[config.mk]
export PLATFORM = sky130hd
export DESIGN_NAME = guarded_ctrl_reg
export DESIGN_NICKNAME = d
export VERILOG_FILES = /design/src/rtl/ctlreg_pkg.sv /design/src/rtl/ctlreg_decide.sv /design/src/rtl/ctlreg_busy.sv /design/src/rtl/guarded_ctrl_reg.sv
export SDC_FILE = /design/constraint.sdc
export NUM_CORES = 1
export LEC_CHECK = 0
export CORE_MARGIN = 2
export CORE_UTILIZATION = 44
export DETAILED_ROUTE_END_ITERATION = 7
export GPL_TIMING_DRIVEN = 0
export PLACE_DENSITY = 0.81
export SLEW_MARGIN = 40
export SYNTH_ARGS = -nofsm -noshare
export SYNTH_HDL_FRONTEND = slang
export SYNTH_SLANG_ARGS = --single-unit
[constraint.sdc]
create_clock -name clk -period 5.75 [get_ports clk]
set_clock_uncertainty 0.1 [all_clocks]
set_input_delay 1.4375 -clock clk [delete_from_list [all_inputs] [get_ports clk]]
set_output_delay 1.4375 -clock clk [all_outputs]
set_load 0.05 [all_outputs]
[src/rtl/ctlreg_pkg.sv]
package ctlreg_pkg;

  typedef enum logic [1:0] {
    PAT_CLEAR = 2'd0,
    PAT_STORE = 2'd1,
    PAT_KEEP  = 2'd2,
    PAT_BAD   = 2'd3
  } pat_e;

  localparam int REG_W = 8;
  localparam int WD_W  = 2;

  // Sort a written byte into one of the defined write forms.
  function automatic pat_e classify(input logic [REG_W-1:0] d);
    pat_e p;
    if (d[7] | d[4] | d[3] | d[0]) begin
      p = PAT_BAD;
    end else begin
      case (d[2:1])
        2'b01:   p = PAT_STORE;
        2'b11:   p = PAT_KEEP;
        2'b00:   p = (d[6:5] == 2'b00) ? PAT_CLEAR : PAT_BAD;
        default: p = PAT_BAD;
      endcase
    end
    return p;
  endfunction

  // Assemble the read value from the stored fields.
  function automatic logic [REG_W-1:0] pack_reg(input logic [WD_W-1:0] wd,
                                                input logic regen,
                                                input logic wren);
    return {1'b0, wd, 2'b00, regen, wren, 1'b0};
  endfunction

endpackage

[src/rtl/ctlreg_decide.sv]
module ctlreg_decide
  import ctlreg_pkg::*;
(
  input  logic             wr_stb,
  input  logic [REG_W-1:0] wr_data,
  input  logic             wp_pin,
  input  logic             busy,
  input  logic             wren,
  input  logic             regen,
  output logic             take,
  output logic             wren_nx,
  output logic             regen_nx,
  output logic             store_go
);

  pat_e pat;
  logic xy_zero;

  assign pat     = classify(wr_data);
  assign xy_zero = (wr_data[6:5] == 2'b00);

  always_comb begin
    take     = 1'b0;
    wren_nx  = wren;
    regen_nx = regen;
    store_go = 1'b0;
    if (wr_stb && !busy) begin
      if (wp_pin) begin
        regen_nx = 1'b0;
      end else begin
        case (pat)
          PAT_CLEAR: begin
            if (wren) begin
              take    = 1'b1;
              wren_nx = 1'b0;
            end
          end
          PAT_STORE: begin
            if (wren && regen) begin
              take     = 1'b1;
              store_go = 1'b1;
              regen_nx = 1'b0;
            end else if (xy_zero) begin
              take    = 1'b1;
              wren_nx = 1'b1;
            end
          end
          PAT_KEEP: begin
            if (wren && regen) begin
              take = 1'b1;
            end else if (wren && xy_zero) begin
              take     = 1'b1;
              regen_nx = 1'b1;
            end
          end
          default: begin
            take = 1'b0;
          end
        endcase
      end
    end
  end

endmodule

[src/rtl/ctlreg_busy.sv]
module ctlreg_busy #(
  parameter int BUSY_TICKS = 16
) (
  input  logic clk,
  input  logic rst_n,
  input  logic start,
  output logic busy
);

  localparam int CW = $clog2(BUSY_TICKS + 1);
  localparam logic [CW-1:0] LOAD = CW'(BUSY_TICKS);

  logic [CW-1:0] cnt;

  always_ff @(posedge clk or negedge rst_n) begin
    if (!rst_n) begin
      cnt <= '0;
    end else if (start) begin
      cnt <= LOAD;
    end else if (cnt != '0) begin
      cnt <= cnt - 1'b1;
    end
  end

  assign busy = (cnt != '0);

endmodule

[src/rtl/guarded_ctrl_reg.sv]
module guarded_ctrl_reg
  import ctlreg_pkg::*;
#(
  parameter int              BUSY_TICKS = 16,
  parameter logic [WD_W-1:0] WD_INIT    = 2'b11
) (
  input  logic             clk,
  input  logic             rst_n,
  input  logic             wr_stb,
  input  logic [REG_W-1:0] wr_data,
  input  logic             wp_pin,
  output logic [REG_W-1:0] reg_value,
  output logic [WD_W-1:0]  wd_sel,
  output logic             nv_busy,
  output logic             resp_valid,
  output logic             resp_ok
);

  logic            wren_q, regen_q;
  logic [WD_W-1:0] wd_q;
  logic            take, wren_nx, regen_nx, store_go;

  ctlreg_decide u_decide (
    .wr_stb   (wr_stb),
    .wr_data  (wr_data),
    .wp_pin   (wp_pin),
    .busy     (nv_busy),
    .wren     (wren_q),
    .regen    (regen_q),
    .take     (take),
    .wren_nx  (wren_nx),
    .regen_nx (regen_nx),
    .store_go (store_go)
  );

  ctlreg_busy #(.BUSY_TICKS(BUSY_TICKS)) u_busy (
    .clk   (clk),
    .rst_n (rst_n),
    .start (store_go),
    .busy  (nv_busy)
  );

  always_ff @(posedge clk or negedge rst_n) begin
    if (!rst_n) begin
      wren_q     <= 1'b0;
      regen_q    <= 1'b0;
      wd_q       <= WD_INIT;
      resp_valid <= 1'b0;
      resp_ok    <= 1'b0;
    end else begin
      wren_q     <= wren_nx;
      regen_q    <= regen_nx;
      resp_valid <= wr_stb;
      resp_ok    <= take;
      if (store_go) wd_q <= wr_data[6:5];
    end
  end

  assign wd_sel    = wd_q;
  assign reg_value = pack_reg(wd_q, regen_q, wren_q);

endmodule

* Yosys cells after proc, flatten, opt, wreduce, memory -nomap -nowiden
Cells that the tools add are included.
** Word-level totals
- Register bits :: 11
- Latch bits :: 0
- RAM bits :: 0
- Memory bits (read-only) :: 0
- Output and inout bits :: 13
- Memories :: 0
** Operators by class
- Add/subtract/negate cells :: 1
- $mul :: 0
- Divide/modulo/power cells :: 0
- $lt $le $gt $ge :: 0
- Eq/ne operators :: 9
- Shift-type cells :: 0
- Muxes and demuxes :: 25
- Bitwise operators :: 4
- Reduce and logical (&&, ||, !) cells :: 13
** Operator list (number)
- $mux W1 :: 17
- $mux W5 :: 2
- $reduce_and A5 Y1 :: 2
- $logic_not A2 Y1 :: 3
- $ne A3 B2 Y1 const B :: 2
- $pmux W2 S3 :: 1
- $reduce_bool A5 Y1 :: 1
- $sub A5 B1 Y5 const B :: 1
- $eq A2 B1 Y1 const B :: 2
- $eq A2 B2 Y1 const B :: 2
- $mux W2 :: 2
- $pmux W1 S2 :: 2
- $reduce_bool A2 Y1 :: 2
- $logic_and A1 B1 Y1 :: 3
- $ne A3 B3 Y1 const B :: 1
- $or A1 B1 Y1 :: 3
- $pmux W1 S3 :: 1
- $reduce_bool A3 Y1 :: 1
- $ne A2 B1 Y1 const B :: 1
- $ne A2 B2 Y1 const B :: 1
- $logic_not A1 Y1 :: 1
- $not A1 Y1 :: 1

* Logic depth before layout (Yosys ltp)
Gate-level depths: netlist of the first run.
- Word-level depth :: 9
- Mapped depth :: 6
- Mapped depth without buffers :: 6

* Modules after synthesis
From an unflattened synthesis of the first run, not the netlist that was laid out.
** Second synthesis, totals
- Cell total of the unflattened synthesis :: 72
- Area total of the unflattened synthesis :: 705.7 um2
** By module, submodules not included
- ctlreg_busy :: times used 1, cells each 25, area each 261.5 um2, sequential area each 125.1 um2
- guarded_ctrl_reg :: times used 1, cells each 17, area each 239.0 um2, sequential area each 152.6 um2
- ctlreg_decide :: times used 1, cells each 30, area each 205.2 um2, sequential area each 0.0 um2

* Least setup slack after synthesis of the first run
No wires, ideal clock.
- Kind :: input-to-reg
- Start :: input port wr_data[4]
- End :: register wd_q[0], in the netlist wd_sel[0]
- Arrival :: 2.728 ns
- Required time :: 5.568 ns
- Setup slack :: 2.839 ns
- Stages :: 3
- Cells stage by stage :: or4_1 -> nor4_4 -> mux2_4
** Between the ends
- Longest elaborated chain between the ends :: 8
** Ends and longest elaborated chain
- from (decl) :: RTL line guarded_ctrl_reg.sv:10 : input logic [REG_W-1:0] wr_data,
- $or A1 B1 Y1 (3 in a row) :: RTL line ctlreg_pkg.sv:16 : if (d[7] | d[4] | d[3] | d[0]) begin
- $mux W2 :: RTL line ctlreg_pkg.sv:16
- $eq A2 B1 Y1 :: RTL line ctlreg_decide.sv:31 : case (pat)
- $mux W1 :: RTL line ctlreg_decide.sv:31
- $mux W1 :: RTL line ctlreg_decide.sv:28 : if (wp_pin) begin
- $mux W1 :: RTL line ctlreg_decide.sv:27 : if (wr_stb && !busy) begin
- to (signal assigned) :: RTL line guarded_ctrl_reg.sv:55 : if (store_go) wd_q <= wr_data[6:5];
- to (decl) :: RTL line guarded_ctrl_reg.sv:20 : logic [WD_W-1:0] wd_q;
Every way passes these cells.
A chain may end at the register's enable or synchronous reset.

* Worst setup path after layout of the first run
- Start :: register u_busy.cnt[0]
- End :: output port nv_busy
** Between the ends
- Longest elaborated chain between the ends :: 1
** Ends and longest elaborated chain
- from (decl) :: RTL line ctlreg_busy.sv:13 : logic [CW-1:0] cnt;
- from (signal assigned) :: RTL line ctlreg_busy.sv:21 : cnt <= cnt - 1'b1;
- $reduce_bool A5 Y1 :: RTL line ctlreg_busy.sv:25 : assign busy = (cnt != '0);
- to (decl) :: RTL line guarded_ctrl_reg.sv:14 : output logic nv_busy,
Every way passes these cells.

==> results of run 1 <==
[path summary, 6_finish.rpt]
check	start	end	slack [ns]	cells past startpoint
setup / recovery	u_busy.cnt[0]$_DFFE_PN0P_	nv_busy	2.03	5
hold / removal	u_busy.cnt[3]$_DFFE_PN0P_	u_busy.cnt[3]$_DFFE_PN0P_	0.44	1
setup reg to reg	u_busy.cnt[0]$_DFFE_PN0P_	wd_sel[0]$_DFFE_PN1P_	3.54	6
hold reg to reg	u_busy.cnt[3]$_DFFE_PN0P_	u_busy.cnt[3]$_DFFE_PN0P_	0.44	1
max in group asynchronous	rst_n	wd_sel[1]$_DFFE_PN1P_	3.81	1
min in group asynchronous	rst_n	u_busy.cnt[2]$_DFFE_PN0P_	1.39	1
[sequential cells by signal, summed over array words and instances, names as in the netlist]
name        count
resp_ok         1
wd_sel          2
regen_q         1
resp_valid      1
wren_q          1
u_busy.cnt      5
[power breakdown]
group	leakage (nW)	internal (mW)	switching, mW
logic	0.245	0.0117	0.0144
clock network	0.0150	0.0268	0.0243
registers	0.144	0.0781	0.000745
total	0.404	0.117	0.0394
[layer usage]
metal	global-route usage [%]	wire (um)	up-vias
met5	0	0	-
met2	28.1	659	20
met3	5.65	78	0
met1	19.5	501	235
li1	-	-	250
met4	3.87	0	0
[cell usage after synthesis]
master and number:
a21o_1 1, o21ai_1 1, nor4b_4 1, nand2_1 3, nand2b_1 1, inv_1 2, xnor2_1 1, nand3_1 1
a211o_1 1, conb_1 1, a211oi_1 1, nand4b_1 1, dfstp_2 2, nor4_4 1, xor2_1 1, dfrtp_1 9
ha_1 1, a31oi_1 1, inv_4 1, nor4_1 3, nor2_1 3, or3_1 1, buf_4 8, and4_1 1
mux2_1 1, o21bai_1 2, or4_1 1, or3b_2 1, a2111oi_0 1, a41oi_1 1, mux2_4 2
[final cells by class]
| cell class | count | share of cell area (%) |
|---|---|---|
| multi-input cells | 37 | 32.8 |
| well taps | 15 | 2.11 |
| clock buffers | 4 | 2.96 |
| flip-flops and latches | 11 | 31.3 |
| inverters | 3 | 1.55 |
| repair buffers | 20 | 22.5 |
| plain buffers | 8 | 6.76 |
[worst max-delay path: cells and delay by family, from the launching register on]
family / cells / cell delay (ns)
DFF: 1 / 0.39
buffers and inverters: 3 / 0.91
and+or+nand+nor: 1 / 0.42
adders and majority gates: 1 / 0.21
[cell families after synthesis]
group | synth area share (%)
multiplexers | 6.53
XOR/XNOR | 2.77
AO/OA/AOI/OAI | 10.7
flip-flops | 44.0
buffers and inverters | 11.7
adder cells (fa/ha/maj) | 1.98
other | 0.593
AND/OR/NAND/NOR | 21.8
==> results.toml, run 1 <==
[status]
outcome = "complete, no violations"

[layout]
n_antenna_cell = 0
layout_common_cells = "clkdlybuf4s50_1, dfrtp_1, buf_4"
fillers = 98
syn_to_final_growth_pct = 40.6
fin_util_pct = 67.4
drive_gt1_share_pct = 22.9
seqCellArea_um2 = 278
fin_area_um2 = 888
multi_input_area_um2 = 292
final_net_count = 97
final_common_cell = "clkdlybuf4s50_1"
instances_no_fill = 98

[route]
drc = 0
num_vias = 505
ant_nets = 0
wl_um = 1240
drtIter0Drc = 4
wire_per_inst_um = 12.6
dr.pass1.iters = 4
vias_per_cell = 5.15

[worst_setup_path]
worst_ep_arrival_time_ns = 2.18
crit_path_end_kind = "output port"
max_stage_delay_ns = 0.72
crit_slowest_cell = "clkdlybuf4s50_1"
required_ns = 4.21
cp_max_fo = 7
path_class = "reg -> out"
crit_chain = "inv_1 > ha_1 > nor4b_4 > inv_4 > clkdlybuf4s50_1"
start_kind = "register"

[flow_run]
drv_cap = 0

[clock_tree]
holdBufCountCts = 0
path_clk_slew_ns = 0.07
cts.repair.resized = 0
clock_sinks = 11
post_cts.repair.setup_buffers = 0
cts_tree = "built"
clock_latency_ns = 0.26
cts_max_level = 1
cts_buffers = 3
clockRootBuffer = "clkbuf_4"
cts_buffer_depth = 2

[synthesis]
yosys.cell_types.count = 31
ys_ff_latch = 11
synth_area_um2 = 632
synthTopCellsByArea = "dfrtp_1, buf_4, dfstp_2"
synth_largest_area_cell = "dfrtp_1"
syn_inst = 56
yosysWarnings = 0
yosys.area.top_type_share_pct = 35.6
yosysSeqAreaShare_pct = 44.0
avgSynthCellArea_um2 = 11.3

[timing]
fmax_ghz = 0.269
slew_headroom_pct = 66.5
drv_slew = 0
tns_ns = 0
finalCriticalPeriod_ns = 3.72
worst_slew_pin_slew_ns = 0.502
timing.hold.ws_ns = 0.444
rsz0062_at_grt = "false"
fin_ws_ns = 2.03
setup_viol = 0
min_period_over_period_pct = 64.7
finalHoldViolCount = 0

[placed_design]
dp_hpwl_um = 987
port_buffers = 20
pre_cts_slack_ns = 2.28
dpl.cell_count = 94
routabilityCongestion = 0.846
dpl_cell_area_um2 = 862

[power]
report.power.total_mw = 0.156
pwr_density_cell_nw_per_um2 = 176
power_leakage_nw = 0.404
ir_worst_vdd_mv = 0.216

[global_route]
grt_pass1_vias = 509
antenna_found_initial = 0
globalRoute.totalOverflow = 0
grtUsageTotal_pct = 16.4
grt_pass1_wl_um = 2200
grt_start_max_net_pins = 12

[floorplanning]
start_util_pct = 48.0
fp.dieW_um = 41.9
die_y_um = 41.9
dieArea_um2 = 1760
num_rows = 13
coreArea_um2 = 1320
ios = 25

[min_path]
hp-class = "reg -> reg"
Note: power is estimated with default switching activity, not from simulation.
==> run 2: changes to the inputs <==
Settings changed: CORE_UTILIZATION 44 to 41, PLACE_DENSITY 0.81 to 0.76.
Clock period 5.75 ns to 3.7 ns, I/O delays scaled along.
==> results.toml, run 2 (same netlist as run 1, synthesis figures left out) <==
[floorplanning]
coreArea_um2 = 1470
dieArea_um2 = 1870
num_rows = 14
die_y_um = 43.3
start_util_pct = 42.9
fp.dieW_um = 43.3
ios = 25

[timing]
drv_slew = 0
tns_ns = 0
finalCriticalPeriod_ns = 3.26
fmax_ghz = 0.307
rsz0062_at_grt = "false"
fin_ws_ns = 0.441
worst_slew_pin_slew_ns = 0.496
finalHoldViolCount = 0
slew_headroom_pct = 66.8
setup_viol = 0
min_period_over_period_pct = 88.1

[route]
ant_nets = 0
routedLengthMet1_um = 534
dr.max_layer_used = "met4"
num_vias = 500
drtIter0Drc = 4
drc = 0
wire_per_inst_um = 12.2
vias_per_cell = 5.05
dr_wl_met2_um = 564
dr.pass1.iters = 2
wl_met3_um = 66
wl_um = 1210

[global_route]
grt_start_max_net_pins = 12
globalRoute.totalOverflow = 0
grtUsageTotal_pct = 15.9
grt_pass1_wl_um = 2130
antenna_found_initial = 0
grt_pass1_vias = 454

[layout]
final_net_count = 97
layout_common_cells = "clkdlybuf4s50_1, dfrtp_1, buf_4"
largest-register = "u_busy.cnt"
n_antenna_cell = 0
largest_register_ff_count = 5
final_common_cell = "clkdlybuf4s50_1"
syn_to_final_growth_pct = 40.8
drive_gt1_share_pct = 22.9

[clock_tree]
cts_tree = "built"
clock_sinks = 11
cts_buffers = 3
holdBufCountCts = 0
cts.repair.resized = 0
clock_latency_ns = 0.28
post_cts.repair.setup_buffers = 0
cts_max_level = 1
clockRootBuffer = "clkbuf_4"
path_clk_slew_ns = 0.07
cts_buffer_depth = 2

[worst_setup_path]
path_class = "reg -> out"
worst_ep_arrival_time_ns = 2.23
crit_path_end_kind = "output port"
path_buf_inv = 3
rrSetupSlack_ns = 1.48
start_kind = "register"
crit_slowest_cell = "clkdlybuf4s50_1"
crit_chain = "inv_1 > ha_1 > nor4b_4 > inv_4 > clkdlybuf4s50_1"
required_ns = 2.67
cpLargestDelayFamily = "buffers and inverters"
cp_max_fo = 7
max_stage_delay_ns = 0.72

[power]
p_sw_mw = 0.0681
p_seq_share_pct = 49.1
power.share.combinational_pct = 16.4
power_leakage_nw = 0.404
pwr_density_cell_nw_per_um2 = 280
swShare_pct = 27.3
power.internal_mw = 0.181
ir_worst_vdd_mv = 0.152
p_clk_share_pct = 34.5

[min_path]
hp-class = "reg -> reg"

[placed_design]
dp_hpwl_um = 929
routabilityCongestion = 0.781
pre_cts_slack_ns = 0.737
port_buffers = 20

[flow_run]
drv_cap = 0

[status]
outcome = "complete, no violations"
==> run 2: cell counts in the layout (fill, tap and decap cells not counted) <==
No cell type changed its count.
==> run 2: through the flow <==
step	std cells	util [%]	total power [mW]	cell area [um2]	hold WS (ns)
after CTS	99	60.5	0.252	890	0.443
after global routing	99	60.5	0.262	890	0.462
final	99	60.5	0.249	890	0.437
after detailed placement	95	58.7	0.166	863	0.430
after global placement	95	58.7	0.165	863	0.427
after floorplan	59	-	0.146	643	0.409
==> run 2: final cells by class <==
type,instances,area (um2)
plain buffers,8,60.1
clock buffers,4,26.3
fillers,123,582
inverters,3,13.8
multi-input cells,37,292
flip-flops and latches,11,278
well taps,16,20.0
repair buffers,20,200
==> run 2: per-layer routing <==
metal	vias up	global-route usage, %
met4	0	10.9
met5	-	0
met1	233	19.4
li1	245	-
met2	17	23.9
met3	5	4.26
==> run 2: path summary, 6_finish.rpt <==
check	cells past startpoint	end	from
setup / recovery	5	nv_busy	u_busy.cnt[0]$_DFFE_PN0P_
min in group asynchronous	1	resp_valid$_DFF_PN0_	rst_n
max in group asynchronous	1	wd_sel[0]$_DFFE_PN1P_	rst_n
hold reg to reg	1	u_busy.cnt[3]$_DFFE_PN0P_	u_busy.cnt[3]$_DFFE_PN0P_
setup reg to reg	6	wd_sel[0]$_DFFE_PN1P_	u_busy.cnt[0]$_DFFE_PN0P_
hold / removal	1	u_busy.cnt[3]$_DFFE_PN0P_	u_busy.cnt[3]$_DFFE_PN0P_
==> run 2: power groups by stage <==
stage	Clock (mW)	Sequential (mW)	Combinational (mW)
after global routing	0.0959	0.123	0.0436
after floorplan	0	0.127	0.0194
final	0.0861	0.122	0.0410
after detailed placement	0	0.125	0.0409
after global placement	0	0.125	0.0404
after CTS	0.0885	0.122	0.0411
==> run 2: worst register-to-register path: stages, from the launching register on <==
cell     delay (ns)
dfrtp_1        0.40
inv_1          0.08
ha_1           0.21
nor4b_4        0.43
inv_4          0.11
nor4_4         0.48
mux2_4         0.34
